File: config.mk
export PLATFORM = sky130hd
export DESIGN_NAME = uart_tx_framer
export DESIGN_NICKNAME = d
export VERILOG_FILES = /design/src/rtl/uart_tx_pkg.sv /design/src/rtl/uart_tx_holdreg.sv /design/src/rtl/uart_tx_tickdiv.sv /design/src/rtl/uart_tx_shifter.sv /design/src/rtl/uart_tx_framer.sv
export SDC_FILE = /design/constraint.sdc
export NUM_CORES = 1
export LEC_CHECK = 0
export BUFFER_PORTS_ARGS = -buffer_cell sky130_fd_sc_hd__buf_2
export CAP_MARGIN = 40
export CORE_MARGIN = 5
export CORE_UTILIZATION = 45
export CTS_BUF_LIST = sky130_fd_sc_hd__clkbuf_8
export CTS_CLUSTER_SIZE = 30
export DETAILED_ROUTE_END_ITERATION = 10
export PLACE_DENSITY_LB_ADDON = 0.12
export SLEW_MARGIN = 40
export SYNTH_ARGS = -nofsm -noshare
export SYNTH_HDL_FRONTEND = slang
export SYNTH_SLANG_ARGS = --single-unit
File: constraint.sdc
create_clock -name clk -period 1.9 [get_ports clk]
set_input_delay 0 -clock clk [delete_from_list [all_inputs] [get_ports clk]]
set_output_delay 0 -clock clk [all_outputs]
set_load 0.005 [all_outputs]
File: src/rtl/uart_tx_pkg.sv
// Shared types and helpers for the serial character transmitter.
// Assumes the line control field is six bits wide with framing fields at
// fixed positions, and characters of at most eight bits.
package uart_tx_pkg;

    localparam int CTRL_W       = 6;
    localparam int CTRL_LEN_LO  = 0;
    localparam int CTRL_STOP2   = 2;
    localparam int CTRL_PAR_EN  = 3;
    localparam int CTRL_PAR_EVN = 4;
    localparam int CTRL_BREAK   = 5;

    typedef enum logic [2:0] {
        TX_IDLE,
        TX_START,
        TX_DATA,
        TX_PARITY,
        TX_STOP
    } tx_state_e;

    typedef struct packed {
        logic [3:0] nbits;
        logic       two_stop;
        logic       par_en;
        logic       par_even;
    } tx_fmt_t;

    // Unpack the framing fields of the line control value.
    function automatic tx_fmt_t decode_ctrl(input logic [CTRL_W-1:0] c);
        tx_fmt_t f;
        f.nbits    = 4'd5 + {2'b00, c[CTRL_LEN_LO+1:CTRL_LEN_LO]};
        f.two_stop = c[CTRL_STOP2];
        f.par_en   = c[CTRL_PAR_EN];
        f.par_even = c[CTRL_PAR_EVN];
        return f;
    endfunction

endpackage

File: src/rtl/uart_tx_holdreg.sv
// One-entry holding register between the host and the shift stage.
// A write always lands and sets the full flag. A take from the shift
// stage clears it unless a write arrives in the same cycle.
// Assumes a synchronous active-low reset.
module uart_tx_holdreg #(
    parameter int DATA_W = 8
) (
    input  logic              clk,
    input  logic              rst_n,
    input  logic              wr,
    input  logic [DATA_W-1:0] wdata,
    input  logic              take,
    output logic [DATA_W-1:0] rdata,
    output logic              full
);

    // Capture host data and track whether the entry is occupied.
    always_ff @(posedge clk) begin
        if (!rst_n) begin
            rdata <= '0;
            full  <= 1'b0;
        end else if (wr) begin
            rdata <= wdata;
            full  <= 1'b1;
        end else if (take) begin
            full  <= 1'b0;
        end
    end

endmodule

File: src/rtl/uart_tx_tickdiv.sv
// Counts baud ticks within one bit cell and flags the tick that ends it.
// A restart clears the count so that a new frame begins on a cell edge.
// Assumes OVERSAMPLE >= 2 and one-clock-wide tick pulses.
module uart_tx_tickdiv #(
    parameter int OVERSAMPLE = 16
) (
    input  logic clk,
    input  logic rst_n,
    input  logic restart,
    input  logic tick,
    output logic bit_done
);

    localparam int CW = $clog2(OVERSAMPLE);
    localparam logic [CW-1:0] LAST = CW'(OVERSAMPLE - 1);

    logic [CW-1:0] cnt;

    // Advance the in-cell tick count, wrapping at the cell length.
    always_ff @(posedge clk) begin
        if (!rst_n || restart) begin
            cnt <= '0;
        end else if (tick) begin
            cnt <= (cnt == LAST) ? '0 : cnt + 1'b1;
        end
    end

    assign bit_done = tick && (cnt == LAST);

endmodule

File: src/rtl/uart_tx_shifter.sv
// Frame sequencer: start bit, data LSB first, optional parity, stop bits.
// It loads the waiting character and the framing at frame start, masks
// the data to the selected length and precomputes the parity bit.
// Assumes bit_done pulses once per bit cell and DATA_W >= 8.
module uart_tx_shifter
    import uart_tx_pkg::*;
#(
    parameter int DATA_W = 8
) (
    input  logic              clk,
    input  logic              rst_n,
    input  logic              avail,
    input  logic [DATA_W-1:0] din,
    input  tx_fmt_t           fmt,
    input  logic              bit_done,
    output logic              take,
    output logic              busy,
    output logic              line_bit
);

    localparam int CNT_W = $clog2(DATA_W + 1);

    tx_state_e         state;
    logic [DATA_W-1:0] shreg;
    logic [CNT_W-1:0]  bits_left;
    logic              par_q;
    logic              two_stop_q;
    logic              par_en_q;
    logic              second_stop;
    logic [DATA_W-1:0] masked;
    logic              par_next;

    assign take = (state == TX_IDLE) && avail;
    assign busy = (state != TX_IDLE);

    // Clear the data bits beyond the selected length and form the parity.
    always_comb begin
        for (int i = 0; i < DATA_W; i++) begin
            masked[i] = din[i] & (i < int'(fmt.nbits));
        end
        par_next = fmt.par_even ? (^masked) : ~(^masked);
    end

    // Step through the frame one bit cell at a time.
    always_ff @(posedge clk) begin
        if (!rst_n) begin
            state       <= TX_IDLE;
            shreg       <= '0;
            bits_left   <= '0;
            par_q       <= 1'b0;
            two_stop_q  <= 1'b0;
            par_en_q    <= 1'b0;
            second_stop <= 1'b0;
        end else begin
            case (state)
                TX_IDLE: begin
                    if (take) begin
                        shreg       <= masked;
                        bits_left   <= CNT_W'(fmt.nbits);
                        par_q       <= par_next;
                        two_stop_q  <= fmt.two_stop;
                        par_en_q    <= fmt.par_en;
                        second_stop <= 1'b0;
                        state       <= TX_START;
                    end
                end
                TX_START: begin
                    if (bit_done) state <= TX_DATA;
                end
                TX_DATA: begin
                    if (bit_done) begin
                        shreg     <= shreg >> 1;
                        bits_left <= bits_left - 1'b1;
                        if (bits_left == CNT_W'(1)) begin
                            state <= par_en_q ? TX_PARITY : TX_STOP;
                        end
                    end
                end
                TX_PARITY: begin
                    if (bit_done) state <= TX_STOP;
                end
                TX_STOP: begin
                    if (bit_done) begin
                        if (two_stop_q && !second_stop) begin
                            second_stop <= 1'b1;
                        end else begin
                            state <= TX_IDLE;
                        end
                    end
                end
                default: state <= TX_IDLE;
            endcase
        end
    end

    // Select the line level that belongs to the current bit cell.
    always_comb begin
        case (state)
            TX_START:  line_bit = 1'b0;
            TX_DATA:   line_bit = shreg[0];
            TX_PARITY: line_bit = par_q;
            default:   line_bit = 1'b1;
        endcase
    end

endmodule

File: src/rtl/uart_tx_framer.sv
// Top of the serial character transmitter. It ties together the holding
// register, the bit-cell tick counter and the frame sequencer, and drives
// a registered serial output on which the break bit takes priority.
// Assumes baud_tick is a one-clock strobe at OVERSAMPLE times the bit rate.
module uart_tx_framer
    import uart_tx_pkg::*;
#(
    parameter int DATA_W     = 8,
    parameter int OVERSAMPLE = 16
) (
    input  logic              clk,
    input  logic              rst_n,
    input  logic              baud_tick,
    input  logic              hold_wr,
    input  logic [DATA_W-1:0] hold_data,
    input  logic [CTRL_W-1:0] line_ctrl,
    output logic              hold_empty,
    output logic              ser_out
);

    tx_fmt_t           fmt;
    logic [DATA_W-1:0] hold_q;
    logic              hold_full;
    logic              take;
    logic              bit_done;
    logic              tx_busy;
    logic              line_bit;
    logic              ser_q;

    assign fmt        = decode_ctrl(line_ctrl);
    assign hold_empty = ~hold_full;
    assign ser_out    = ser_q;

    uart_tx_holdreg #(.DATA_W(DATA_W)) hold_i (
        .clk   (clk),
        .rst_n (rst_n),
        .wr    (hold_wr),
        .wdata (hold_data),
        .take  (take),
        .rdata (hold_q),
        .full  (hold_full)
    );

    uart_tx_tickdiv #(.OVERSAMPLE(OVERSAMPLE)) tick_i (
        .clk      (clk),
        .rst_n    (rst_n),
        .restart  (take),
        .tick     (baud_tick),
        .bit_done (bit_done)
    );

    uart_tx_shifter #(.DATA_W(DATA_W)) shift_i (
        .clk      (clk),
        .rst_n    (rst_n),
        .avail    (hold_full),
        .din      (hold_q),
        .fmt      (fmt),
        .bit_done (bit_done),
        .take     (take),
        .busy     (tx_busy),
        .line_bit (line_bit)
    );

    // Register the line level, with break forcing it low.
    always_ff @(posedge clk) begin
        if (!rst_n) begin
            ser_q <= 1'b1;
        end else begin
            ser_q <= line_ctrl[CTRL_BREAK] ? 1'b0 : line_bit;
        end
    end

endmodule

**Word-level counts from Yosys, hierarchy flattened**

Index checks and enable logic that the tools add are counted.

- Register bits after elaboration: 33
- Bits of input ports: 18
- Word-level logic and storage cells: 85

- Add/subtract/negate cells: 3
- $lt $le $gt $ge: 8
- Eq/ne operators: 14
- Muxes and demuxes: 24
- Bitwise gates (word level): 10
- Reduce and logical (&&, ||, !) cells: 15

Operators with widths:

| operator | count |
|---|---|
| 3-bit 2-to-1 mux | 8 |
| 3-bit by 4-bit < comparator with 1-bit output (first input constant) | 4 |
| 8-bit 2-to-1 mux | 2 |
| 8-bit one-hot mux with 2 select lines | 1 |
| 3-bit one-hot mux with 5 select lines | 1 |
| 4-bit 2-to-1 mux | 3 |
| 2-bit != test (second input constant) | 6 |
| 1-bit AND | 8 |
| 1-bit by 4-bit < comparator with 1-bit output (first input constant) | 2 |
| 2-bit by 4-bit < comparator with 1-bit output (first input constant) | 2 |
| 4-bit one-hot mux with 2 select lines | 1 |
| 8-bit parity | 1 |
| 7-bit AND reduction | 1 |
| 3-bit by 2-bit == test with 1-bit output (second input constant) | 2 |
| 1-bit 2-to-1 mux | 6 |
| 2-bit nonzero test | 3 |
| 3-bit by 2-bit adder with 4-bit output (first input constant) | 1 |
| 4-bit by 1-bit adder with 4-bit output (second input constant) | 1 |
| 4-bit by 1-bit == test with 1-bit output (second input constant) | 1 |
| 4-bit == test (second input constant) | 1 |
| 2-bit by 1-bit != test with 1-bit output (second input constant) | 2 |
| 4-bit AND reduction | 1 |
| 4-bit by 1-bit subtractor with 4-bit output (second input constant) | 1 |
| 3-bit by 1-bit == test with 1-bit output (second input constant) | 1 |
| other kinds (10) | 14 |

**Longest topological paths before layout**

Gate-level depths: netlist of the first run.

- Depth after elaboration: 6
- Gate-level depth with buffers: 7
- Mapped depth without buffers: 7

**Modules after synthesis**

A second synthesis of the first run with hierarchy kept.

- Cell total of the unflattened synthesis: 209
- Area total of the unflattened synthesis: 1,838.0 um2

By module, submodules not included:

| module | instances | cells each | area each (um2) | sequential area each (um2) |
|---|---|---|---|---|
| uart_tx_shifter | 1 | 153 | 1,248.7 | 380.4 |
| uart_tx_holdreg | 1 | 28 | 335.3 | 180.2 |
| uart_tx_tickdiv | 1 | 20 | 185.2 | 80.1 |
| uart_tx_framer | 1 | 8 | 68.8 | 20.0 |

**Worst setup path after synthesis of the first run**

No wires, ideal clock.

- Path type: register to register
- Start point: reg tick_i.cnt[0]
- End point: reg shift_i.state[1]
- Arrival time: 1,626 ps
- Path slack: 203 ps
- Stages on the path, launching flop included: 6
- Buffers on the path: 0
- Period minus slack after synthesis: 1,697 ps
- Cells stage by stage: dfxtp_1 -> ha_1 -> nand4_2 -> o211a_1 -> or4b_1 -> a21oi_1

- Longest elaborated chain between the ends: 4
- Elaborated cells on any way between the ends: 7

Ends and longest elaborated chain:

| element | line | RTL |
|---|---|---|
| start: declaration | uart_tx_tickdiv.sv:17 | `logic [CW-1:0] cnt;` |
| start signal: assignment | uart_tx_tickdiv.sv:24 | `cnt <= (cnt == LAST) ? '0 : cnt + 1'b1;` |
| 4-bit == test (*) | uart_tx_tickdiv.sv:28 | `assign bit_done = tick && (cnt == LAST);` |
| 1-bit logical AND (*) | uart_tx_tickdiv.sv:28 |  |
| 2-bit != test (no line) | -- |  |
| 7-bit AND reduction (no line) (*) | -- |  |
| end signal: assignment | uart_tx_shifter.sv:75 | `state <= par_en_q ? TX_PARITY : TX_STOP;` |
| end: declaration | uart_tx_shifter.sv:23 | `tx_state_e state;` |

Every way passes the cells marked *; elsewhere a longest branch is shown, timed or not.
A chain may end at the register's enable or synchronous reset.

**Worst setup path in the final report of the first run**

Ends and elaborated chain as after synthesis.

==> results of run 1 <==
-- worst min-delay path: cells and delay by family --
kind,cells,cell delay [ns]
mux,1,0.06
buf+inv,1,0.08
simple gates,1,0.11
-- where the power goes --
group	internal, mW	switching (mW)
combinational	0.132	0.127
clock	0.248	0.248
sequential	0.738	0.0396
total	1.12	0.415
-- cell usage after synthesis (3+ instances only) --
| master | count | area share [%] |
|---|---|---|
| nand2_1 | 30 | 6.7 |
| a211oi_1 | 3 | 1.3 |
| ha_1 | 6 | 4.5 |
| o21ai_0 | 11 | 3.3 |
| xnor2_1 | 6 | 3.1 |
| mux2i_1 | 10 | 6.0 |
| a311oi_1 | 6 | 3.1 |
| buf_6 | 3 | 2.0 |
| inv_1 | 8 | 1.8 |
| clkbuf_1 | 6 | 1.3 |
| dfxtp_1 | 33 | 39 |
| a21oi_1 | 13 | 3.9 |
| nor2_1 | 27 | 6.0 |
| nor3_1 | 3 | 0.89 |
-- sequential cells by signal, indices dropped and copies added, names as in the netlist --
register	count
shift_i.par_q	1
shift_i.bits_left	4
shift_i.shreg	8
ser_out	1
hold_i.rdata	8
tick_i.cnt	4
hold_i.full	1
shift_i.par_en_q	1
shift_i.second_stop	1
shift_i.state	3
shift_i.two_stop_q	1
-- layout make-up --
cell class              count  area (sq um)
multi-input cells         146           945
clock inverters             3          13.8
inverters                   8          30.0
flip-flops and latches     33           662
well taps                  48          60.1
fillers                   362          1600
clock buffers               5          68.8
repair buffers             37           258
-- worst max-delay path by stage --
| stage | slack [ns] | endpoint | cells after the start |
|---|---|---|---|
| floorplan | 0.20 | shift_i.state[1] | 5 |
| global placement | 0.13 | shift_i.state[1] | 5 |
| detailed placement | 0.07 | shift_i.state[1] | 5 |
| CTS | 0.05 | shift_i.state[1] | 5 |
| global route | 0.03 | shift_i.state[1] | 5 |
| finish | 0.15 | shift_i.state[1] | 5 |
-- metal layers --
| metal | part of all wire, % | routed length, um |
|---|---|---|
| met5 | 0 | 0 |
| met4 | 1.4 | 50 |
| met3 | 5.4 | 188 |
| met2 | 46 | 1620 |
| met1 | 47 | 1630 |
-- logic make-up after synthesis --
family / count (synthesis)
AND/OR/NAND/NOR: 77
XOR/XNOR: 8
multiplexers: 11
adder cells (fa/ha/maj): 6
AO/OA/AOI/OAI: 44
flip-flops: 33
buffers and inverters: 20
-- stage by stage --
| stage | area, sq um | power, mW | std cells | setup slack, ns | hold slack, ns |
|---|---|---|---|---|---|
| floorplan | 1680 | 0.965 | 199 | 0.203 | 0.115 |
| global placement | 1810 | 1.02 | 261 | 0.132 | 0.206 |
| detailed placement | 1810 | 1.03 | 261 | 0.0685 | 0.220 |
| CTS | 2000 | 1.54 | 280 | 0.0471 | 0.00894 |
| global route | 2040 | 1.63 | 280 | 0.0284 | 0.0327 |
| finish | 2040 | 1.53 | 280 | 0.149 | 0.00392 |
-- what timing repair did --
action	CTS	global route
setup endpoints to repair	0	5
hold endpoints to repair	10	0
hold buffers	11	0
resized for setup	0	6
==> results_dict.tcl, run 1 <==
set metrics [dict create \
    grt-busiest-layer "met2" \
    htreeDepth 2 \
    rows 22 \
    hold_viol 0 \
    gr-usage-all-layers_pct 15.3 \
    setup_viol 0 \
    status "finished clean" \
    synth_warnings 0 \
    final_cell_mix "dfxtp_1, nand2_1, nor2_1" \
    rsz0062_at_grt "no" \
    io_pins 20 \
    maxCapViolCount 0 \
    cp_max_fo 6 \
    ir_drop_uv 395 \
    final_util_pct 56.1 \
    synth_area_sq_mm 0.00168 \
    powerDensity_mw_per_mm2 752 \
    yosys.area_share.simple_pct 21.1 \
    setup_tns_ns 0 \
    rr_endpoint "shift_i.state[1]" \
    antenna_found_initial 0 \
    synth-compound-area-share_pct 18.0 \
    final_layout_size_suffix_gt1_share_pct 19.0 \
    detail_route.wl_per_cell_um 12.4 \
    overflow 0 \
    synth_adder_area_share_pct 4.47 \
    die-area_sq_mm 0.00505 \
    leakagePower_nw 0.791 \
    final_common_cell "dfxtp_1" \
    slowest_stage "or4b_1" \
    cts_setup_buffers 0 \
    cts_buffers 5 \
    synth_xor_area_share_pct 4.18 \
    cp.required_ns 2.10 \
    ys.flop_type "dfxtp_1" \
    path_cells "ha_4 -> nand4_4 -> o211a_4 -> or4b_1 -> a21oi_1" \
    synthMuxAreaShare_pct 6.64 \
    grt_pass1_vias 1404 \
    drt_iter0_markers 53 \
    root_buffer "clkbuf_8" \
    holdPathEnd "hold_i.rdata[7]" \
    grt_pass1_wl_um 6180 \
    tritoncts "built" \
    initial_core_util_pct 46.2 \
    avgViaCountPerCell 5.30 \
    ys_seq_area_share_pct 39.4 \
    grt_max_degree 22 \
    drc 0 \
    drtAntennaViolNets 0 \
    finalClockSkew_ns 0.00615 \
    worst_pin_slew_ns 0.690 \
    gp_congestion 0.773 \
    syn2layout_area_growth_pct 21.4 \
    synth_seq_cells 33 \
    whs_path_depth 3 \
    coreArea_sq_mm 0.00363 \
    die_w_um 71.1 \
    synth-edff-count 0 \
    clk_latency_ns 0.28 \
    critPathMaxStageDelay_ns 0.46 \
    nets 255 \
    netlist_instances 199 \
    vias 1484 \
    hp-class "in -> reg" \
    numPortBuffers 19 \
    arrival_ns 1.95 \
    r2r-start "tick_i.cnt[0]" \
    hp-start "hold_data[7]" \
    rrSetupSlack_ns 0.15 \
    synth_top_family_by_area "simple AND/OR/NAND/NOR gates" \
    cts_sinks 33 \
    ys_async_sr_fraction_pct 0 \
    clockBufferDepth 2 \
    slew_headroom_pct 53.9 \
    first_pass_iters 4 \
    crit_buf_inv 0 \
    maxSlewViolCount 0 \
    ys_types 42 \
    max_freq_ghz 0.571 \
    grtUsageMet1_pct 19.5 \
    crit_type "reg -> reg" \
    startpoint "tick_i.cnt[0]" \
    hpwl_um 2570 \
    worst_setup_path_end_kind "register" \
    diodes 0 \
    startpoint_type "register" \
    period_minus_slack_ns 1.75 \
    period_share_pct 92.2 \
    met3_usage_pct 4.40 \
    routed_wl_um 3480 \
    clk_pin_slew_ns 0.06 \
    path_delay_family "simple AND/OR/NAND/NOR gates" \
    use_met2_pct 24.9 \
    r2r_cells 5 \
    avgSynthCellArea_sq_um 8.43 \
    dieHeight_um 71.1 \
    synthesis.nets 223 \
]
(Power assumes the default switching activity.)
==> run 2: changes to the inputs <==
--- a/config.mk
+++ b/config.mk
@@ -5,6 +5,7 @@
 export SDC_FILE = /design/constraint.sdc
 export NUM_CORES = 1
 export LEC_CHECK = 0
+export ABC_AREA = 1
 export BUFFER_PORTS_ARGS = -buffer_cell sky130_fd_sc_hd__buf_2
 export CAP_MARGIN = 40
 export CORE_MARGIN = 5
==> run 2 against run 1 <==
The flow now finishes with violations (negative hold slack). Global-route usage up 0.52 points. Fmax up 16%. Worst hold slack worse by 0.0059 ns. Count of clock-buffer cells in the layout up 2. Die area up 1.9%. First-iteration DRC count up 110%. Synthesized cell count up 27%. Critical path depth up 2. Routed wire length up 3.7%. Via count up 7.9%. Sequential share of layout area down 0.76 points. Critical endpoint is now shift_i.second_stop. Largest cell class unchanged.
==> results_dict.tcl, run 2 <==
set metrics [dict create \
    status "finished, violations left" \
    violations "negative hold slack" \
    overflow 0 \
    htreeDepth 2 \
    cp_max_fo 5 \
    synth_seq_cells 33 \
    ys_seq_area_share_pct 38.5 \
    synth-edff-count 0 \
    gp_congestion 0.801 \
    period_share_pct 79.4 \
    fill_cells 366 \
    powerDensity_mw_per_mm2 1060 \
    routed_wl_um 3610 \
    r2r_cells 7 \
    vias 1601 \
    syn2layout_area_growth_pct 21.4 \
    leakagePower_nw 0.955 \
    grt_pass1_vias 1510 \
    arrival_ns 1.73 \
    clk_latency_ns 0.29 \
    synth_area_sq_mm 0.00172 \
    yosysMostFrequentCell "nand2_1" \
    finalPower_mw 2.21 \
    hp-start "hold_data[2]" \
    r2r-start "tick_i.cnt[1]" \
    cts_sinks 33 \
    p_sw_mw 0.797 \
    avgSynthCellArea_sq_um 6.81 \
    synthTopCellsByArea "dfxtp_1, nand2_1, o21ai_0, a21oi_1, inv_1" \
    final_layout_size_suffix_gt1_share_pct 13.5 \
    nets 311 \
    final_cell_mix "nand2_1, inv_1, dfxtp_1" \
    hpwl_um 2630 \
    setup_viol 0 \
    rrSetupSlack_ns 0.39 \
    netSwitchingFraction_pct 36.0 \
    grt_pass1_wl_um 6420 \
    die-area_sq_mm 0.00515 \
    tritoncts "built" \
    p_comb_share_pct 33.3 \
    first_pass_iters 5 \
    ys_async_sr_fraction_pct 0 \
    design_area_sq_mm 0.00208 \
    p_clk_share_pct 26.4 \
    worst_setup_path_end_kind "register" \
    fin_ws_ns 0.391 \
    clockBufferDepth 2 \
    initial_core_util_pct 46.5 \
    worst_pin_slew_ns 0.408 \
    netlist_instances 252 \
    hold_viol 2 \
    rr_endpoint "shift_i.second_stop" \
    ir_drop_uv 462 \
    setup_tns_ns 0 \
    root_buffer "clkbuf_8" \
    pre_cts_slack_ns 0.410 \
    hp-class "in -> reg" \
    avgViaCountPerCell 4.76 \
    slew_headroom_pct 72.7 \
    period_minus_slack_ns 1.51 \
    numPortBuffers 19 \
    whs_path_depth 3 \
    placed_cell_area_sq_mm 0.00185 \
    cts_setup_buffers 0 \
    rows 22 \
    detail_route.wl_per_cell_um 10.8 \
    dieHeight_um 71.7 \
    die_w_um 71.7 \
    final_common_cell "nand2_1" \
    io_pins 20 \
    ys_types 26 \
    synth_top_area_cell "dfxtp_1" \
    holdPathEnd "hold_i.rdata[2]" \
    cts_resized 0 \
    largestRegisters "hold_i.rdata: 8 flops, shift_i.shreg: 8 flops" \
    finalClockSkew_ns 0.00602 \
    startpoint_type "register" \
    maxCapViolCount 0 \
    rsz0062_at_grt "no" \
    synthesis.nets 276 \
    clk_pin_slew_ns 0.07 \
    power_frac_seq_pct 40.2 \
    synth_warnings 0 \
    drc 0 \
    cp.required_ns 2.12 \
    grt_max_degree 24 \
    ys.flop_type "dfxtp_1" \
    hold_ws_ns -0.00198 \
    cts_buffers 5 \
    maxSlewViolCount 0 \
    gr-usage-all-layers_pct 15.8 \
    antenna_found_initial 0 \
    diodes 0 \
    coreArea_sq_mm 0.00369 \
    synth_common_cells "nand2_1, inv_1, dfxtp_1" \
    p_int_mw 1.42 \
    drtAntennaViolNets 0 \
    crit_type "reg -> reg" \
    netlist.area_leader.share_pct 38.5 \
    max_freq_ghz 0.663 \
    drt_iter0_markers 111 \
]
## run 2: through the flow
| stage | utilization (%) | std cells |
|---|---|---|
| after floorplan | - | 252 |
| after global placement | 50.2 | 315 |
| after detailed placement | 50.2 | 315 |
| after CTS | 56.4 | 336 |
| after global routing | 56.4 | 336 |
| final | 56.4 | 336 |
## run 2: area by class of cell
cell class / instances / area (sq um) / area share (%)
multi-input combinational: 175 / 877 / 42.1
sequential: 33 / 661 / 31.7
timing repair buffer: 34 / 240 / 11.5
inverter: 38 / 143 / 6.85
clock buffer: 7 / 96.3 / 4.63
tap: 48 / 60.1 / 2.88
clock inverter: 1 / 5.00 / 0.240
## run 2: worst max-delay path by stage
stage	slack, ns	startpoint	endpoint	cells after the start
floorplan	0.56	tick_i.cnt[0]	shift_i.state[1]	8
global placement	0.41	tick_i.cnt[1]	shift_i.state[1]	8
detailed placement	0.41	tick_i.cnt[0]	shift_i.state[1]	8
CTS	0.38	tick_i.cnt[0]	shift_i.second_stop	7
global route	0.15	tick_i.cnt[0]	shift_i.state[0]	9
finish	0.39	tick_i.cnt[1]	shift_i.second_stop	7
## run 2: logic make-up after synthesis
| kind of cell | after synthesis | synth area share, % |
|---|---|---|
| xor+xnor | 3 | 1.53 |
| fa+ha+maj | 6 | 4.38 |
| compound gates | 67 | 21.1 |
| simple gates | 99 | 24.1 |
| flops | 33 | 38.5 |
| buf+inv | 44 | 10.4 |
## run 2: power groups by stage
stage          clock [mW]  combinational, mW  sequential [mW]
2_1_floorplan           0              0.575            0.893
3_3_place_gp            0              0.725            0.906
3_5_place_dp            0              0.717            0.907
4_1_cts             0.605              0.743            0.892
5_1_grt             0.635              0.869            0.907
6_report            0.585              0.738            0.891
## run 2: timing repair
action | CTS | global route
hold endpoints to repair | 10 | 0
hold buffers | 13 | 0
endpoints found under the setup margin | 0 | 0
## run 2: layer usage
metal / wire, um / vias up / track usage (%)
met1: 1710 / 679 / 19.9
met4: 48 / 0 / 7.52
li1: - / 886 / -
met2: 1660 / 31 / 25.3
met3: 196 / 5 / 3.93
met5: 0 / - / 0
## run 2: critical path, cell delays in order (launching register included)
cell	delay (ns)
dfxtp_1	0.35
ha_1	0.19
nand3_1	0.12
nor2_2	0.16
nor3_1	0.08
nor2_1	0.24
o21ai_0	0.16
a21oi_1	0.14
==> run 3: changes to the inputs <==
==> constraint.sdc (replaced) <==
create_clock -name clk -period 1.5 [get_ports clk]
set_input_delay 0 -clock clk [delete_from_list [all_inputs] [get_ports clk]]
set_output_delay 0 -clock clk [all_outputs]
set_load 0.005 [all_outputs]
==> run 3 against run 2 <==
The flow now finishes without violations. Utilization grew 3.1 points. Cell count grew 1.5%. Sequential share of layout area shrank 1.5 points. First-iteration DRC count shrank 16%. Clock power grew 26%. Count of clock-buffer cells in the layout is the same. Cell area grew 5.5%.
==> results_dict.tcl, run 3 (synthesis gave the netlist of run 2 again) <==
set metrics [dict create \
    finalClockSkew_ns 0.00989 \
    cts_sinks 33 \
    finalPower_mw 3.06 \
    max_freq_ghz 0.716 \
    grt_pass1_vias 1530 \
    critPathMaxStageDelay_ns 0.36 \
    leakagePower_nw 0.992 \
    setup_tns_ns 0 \
    diodes 0 \
    holdPathEnd "hold_i.rdata[4]" \
    hp-start "hold_wr" \
    arrival_ns 1.61 \
    cp.required_ns 1.71 \
    clk_latency_ns 0.28 \
    initial_core_util_pct 46.5 \
    io_pins 20 \
    setup_viol 0 \
    dieHeight_um 71.7 \
    rows 22 \
    fin_cells 341 \
    drc 0 \
    final_cell_mix "nand2_1, inv_1, o21ai_0" \
    slew_headroom_pct 74.6 \
    placed_cells 322 \
    clk_pin_slew_ns 0.07 \
    pre_cts_slack_ns 0.0351 \
    drt_iter0_markers 93 \
    fin_ws_ns 0.104 \
    status "finished clean" \
    drtAntennaViolNets 0 \
    path_cells "ha_4 -> nand2_1 -> nor2_2 -> nand2_2 -> o21ai_4 -> o21ai_0 -> a31oi_1" \
    startpoint_type "register" \
    path_delay_family "compound AO/OA/AOI/OAI gates" \
    gr-usage-all-layers_pct 16.2 \
    multi_input_area_sq_um 936 \
    worst_pin_slew_ns 0.381 \
    cts_buffers 5 \
    overflow 0 \
    whs_path_depth 3 \
    r2r-start "tick_i.cnt[0]" \
    period_minus_slack_ns 1.40 \
    avgViaCountPerCell 4.86 \
    hp-class "in -> reg" \
    powerDensity_mw_per_mm2 1390 \
    final_layout_size_suffix_gt1_share_pct 20.5 \
    nets 316 \
    root_buffer "clkbuf_8" \
    ir_drop_uv 622 \
    clockBufferDepth 2 \
    numPortBuffers 19 \
    die_w_um 71.7 \
    slowest_stage "dfxtp_2" \
    final_util_pct 59.6 \
    worst_setup_path_end_kind "register" \
    hpwl_um 2720 \
    r2r_cells 7 \
    detail_route.wl_per_cell_um 11.6 \
    rr_endpoint "shift_i.shreg[4]" \
    antenna_found_initial 0 \
    grt_pass1_wl_um 6690 \
    period_share_pct 93.1 \
    maxSlewViolCount 0 \
    largestRegisters "hold_i.rdata: 8 flops, shift_i.shreg: 8 flops" \
    design_area_sq_mm 0.00220 \
    first_pass_iters 5 \
    gp_congestion 0.810 \
    htreeDepth 2 \
    syn2layout_area_growth_pct 28.1 \
    die-area_sq_mm 0.00515 \
    maxCapViolCount 0 \
    tritoncts "built" \
    fill_cells 359 \
    routed_wl_um 3970 \
    cp_max_fo 5 \
    final_common_cell "nand2_1" \
    crit_buf_inv 0 \
    regArea_sq_um 664 \
    grt_max_degree 24 \
    hold_ws_ns 0.00799 \
    placed_cell_area_sq_mm 0.00192 \
    rrSetupSlack_ns 0.10 \
    vias 1658 \
    hold_viol 0 \
    coreArea_sq_mm 0.00369 \
    crit_type "reg -> reg" \
]
run 3: cell count changes in the layout (fill, tap and decap cells not counted), sizes merged:
cell,before,now
buf,21,30
dlygate4sd3,13,9
run 3: worst max-delay path by stage:
stage,from,endpoint,cells after the start
floorplan,tick_i.cnt[0],shift_i.state[1],8
global placement,tick_i.cnt[0],shift_i.state[0],9
detailed placement,tick_i.cnt[0],shift_i.state[1],8
CTS,tick_i.cnt[0],shift_i.state[0],9
global route,tick_i.cnt[1],shift_i.shreg[3],7
finish,tick_i.cnt[0],shift_i.shreg[4],7
run 3: per-layer routing:
metal  global-route usage (%)  share of wire, %  up-vias
li1                         -                 -      887
met1                     21.7                49      733
met2                     25.8                46       32
met3                     3.37               4.0        6
met4                     5.64               1.7        0
met5                        0                 0        -
run 3: what timing repair did:
item / 4_1_cts / 5_1_grt
hold endpoints to repair: 8 / 0
endpoints found under the setup margin: 0 / 17
hold buffers: 9 / 0
gates resized for setup: 0 / 16
setup buffers: 0 / 2
run 3: area by class of cell:
class | count | share of cell area (%)
clock buffer | 7 | 4.38
clock inverter | 1 | 0.228
inverter | 38 | 6.49
multi-input combinational | 175 | 42.6
sequential | 33 | 30.2
tap | 48 | 2.73
timing repair buffer | 39 | 13.3
run 3: power by group:
part	leakage (nW)	total, mW	internal (mW)	switching [mW]
clock	0.0542	0.737	0.415	0.322
sequential	0.273	1.14	1.04	0.106
combinational	0.665	1.18	0.496	0.684
run 3: worst min-delay path: cells and delay by family:
family	cells	cell delay (ns)
buf+inv	1	0.10
simple gates	1	0.07
compound gates	1	0.08
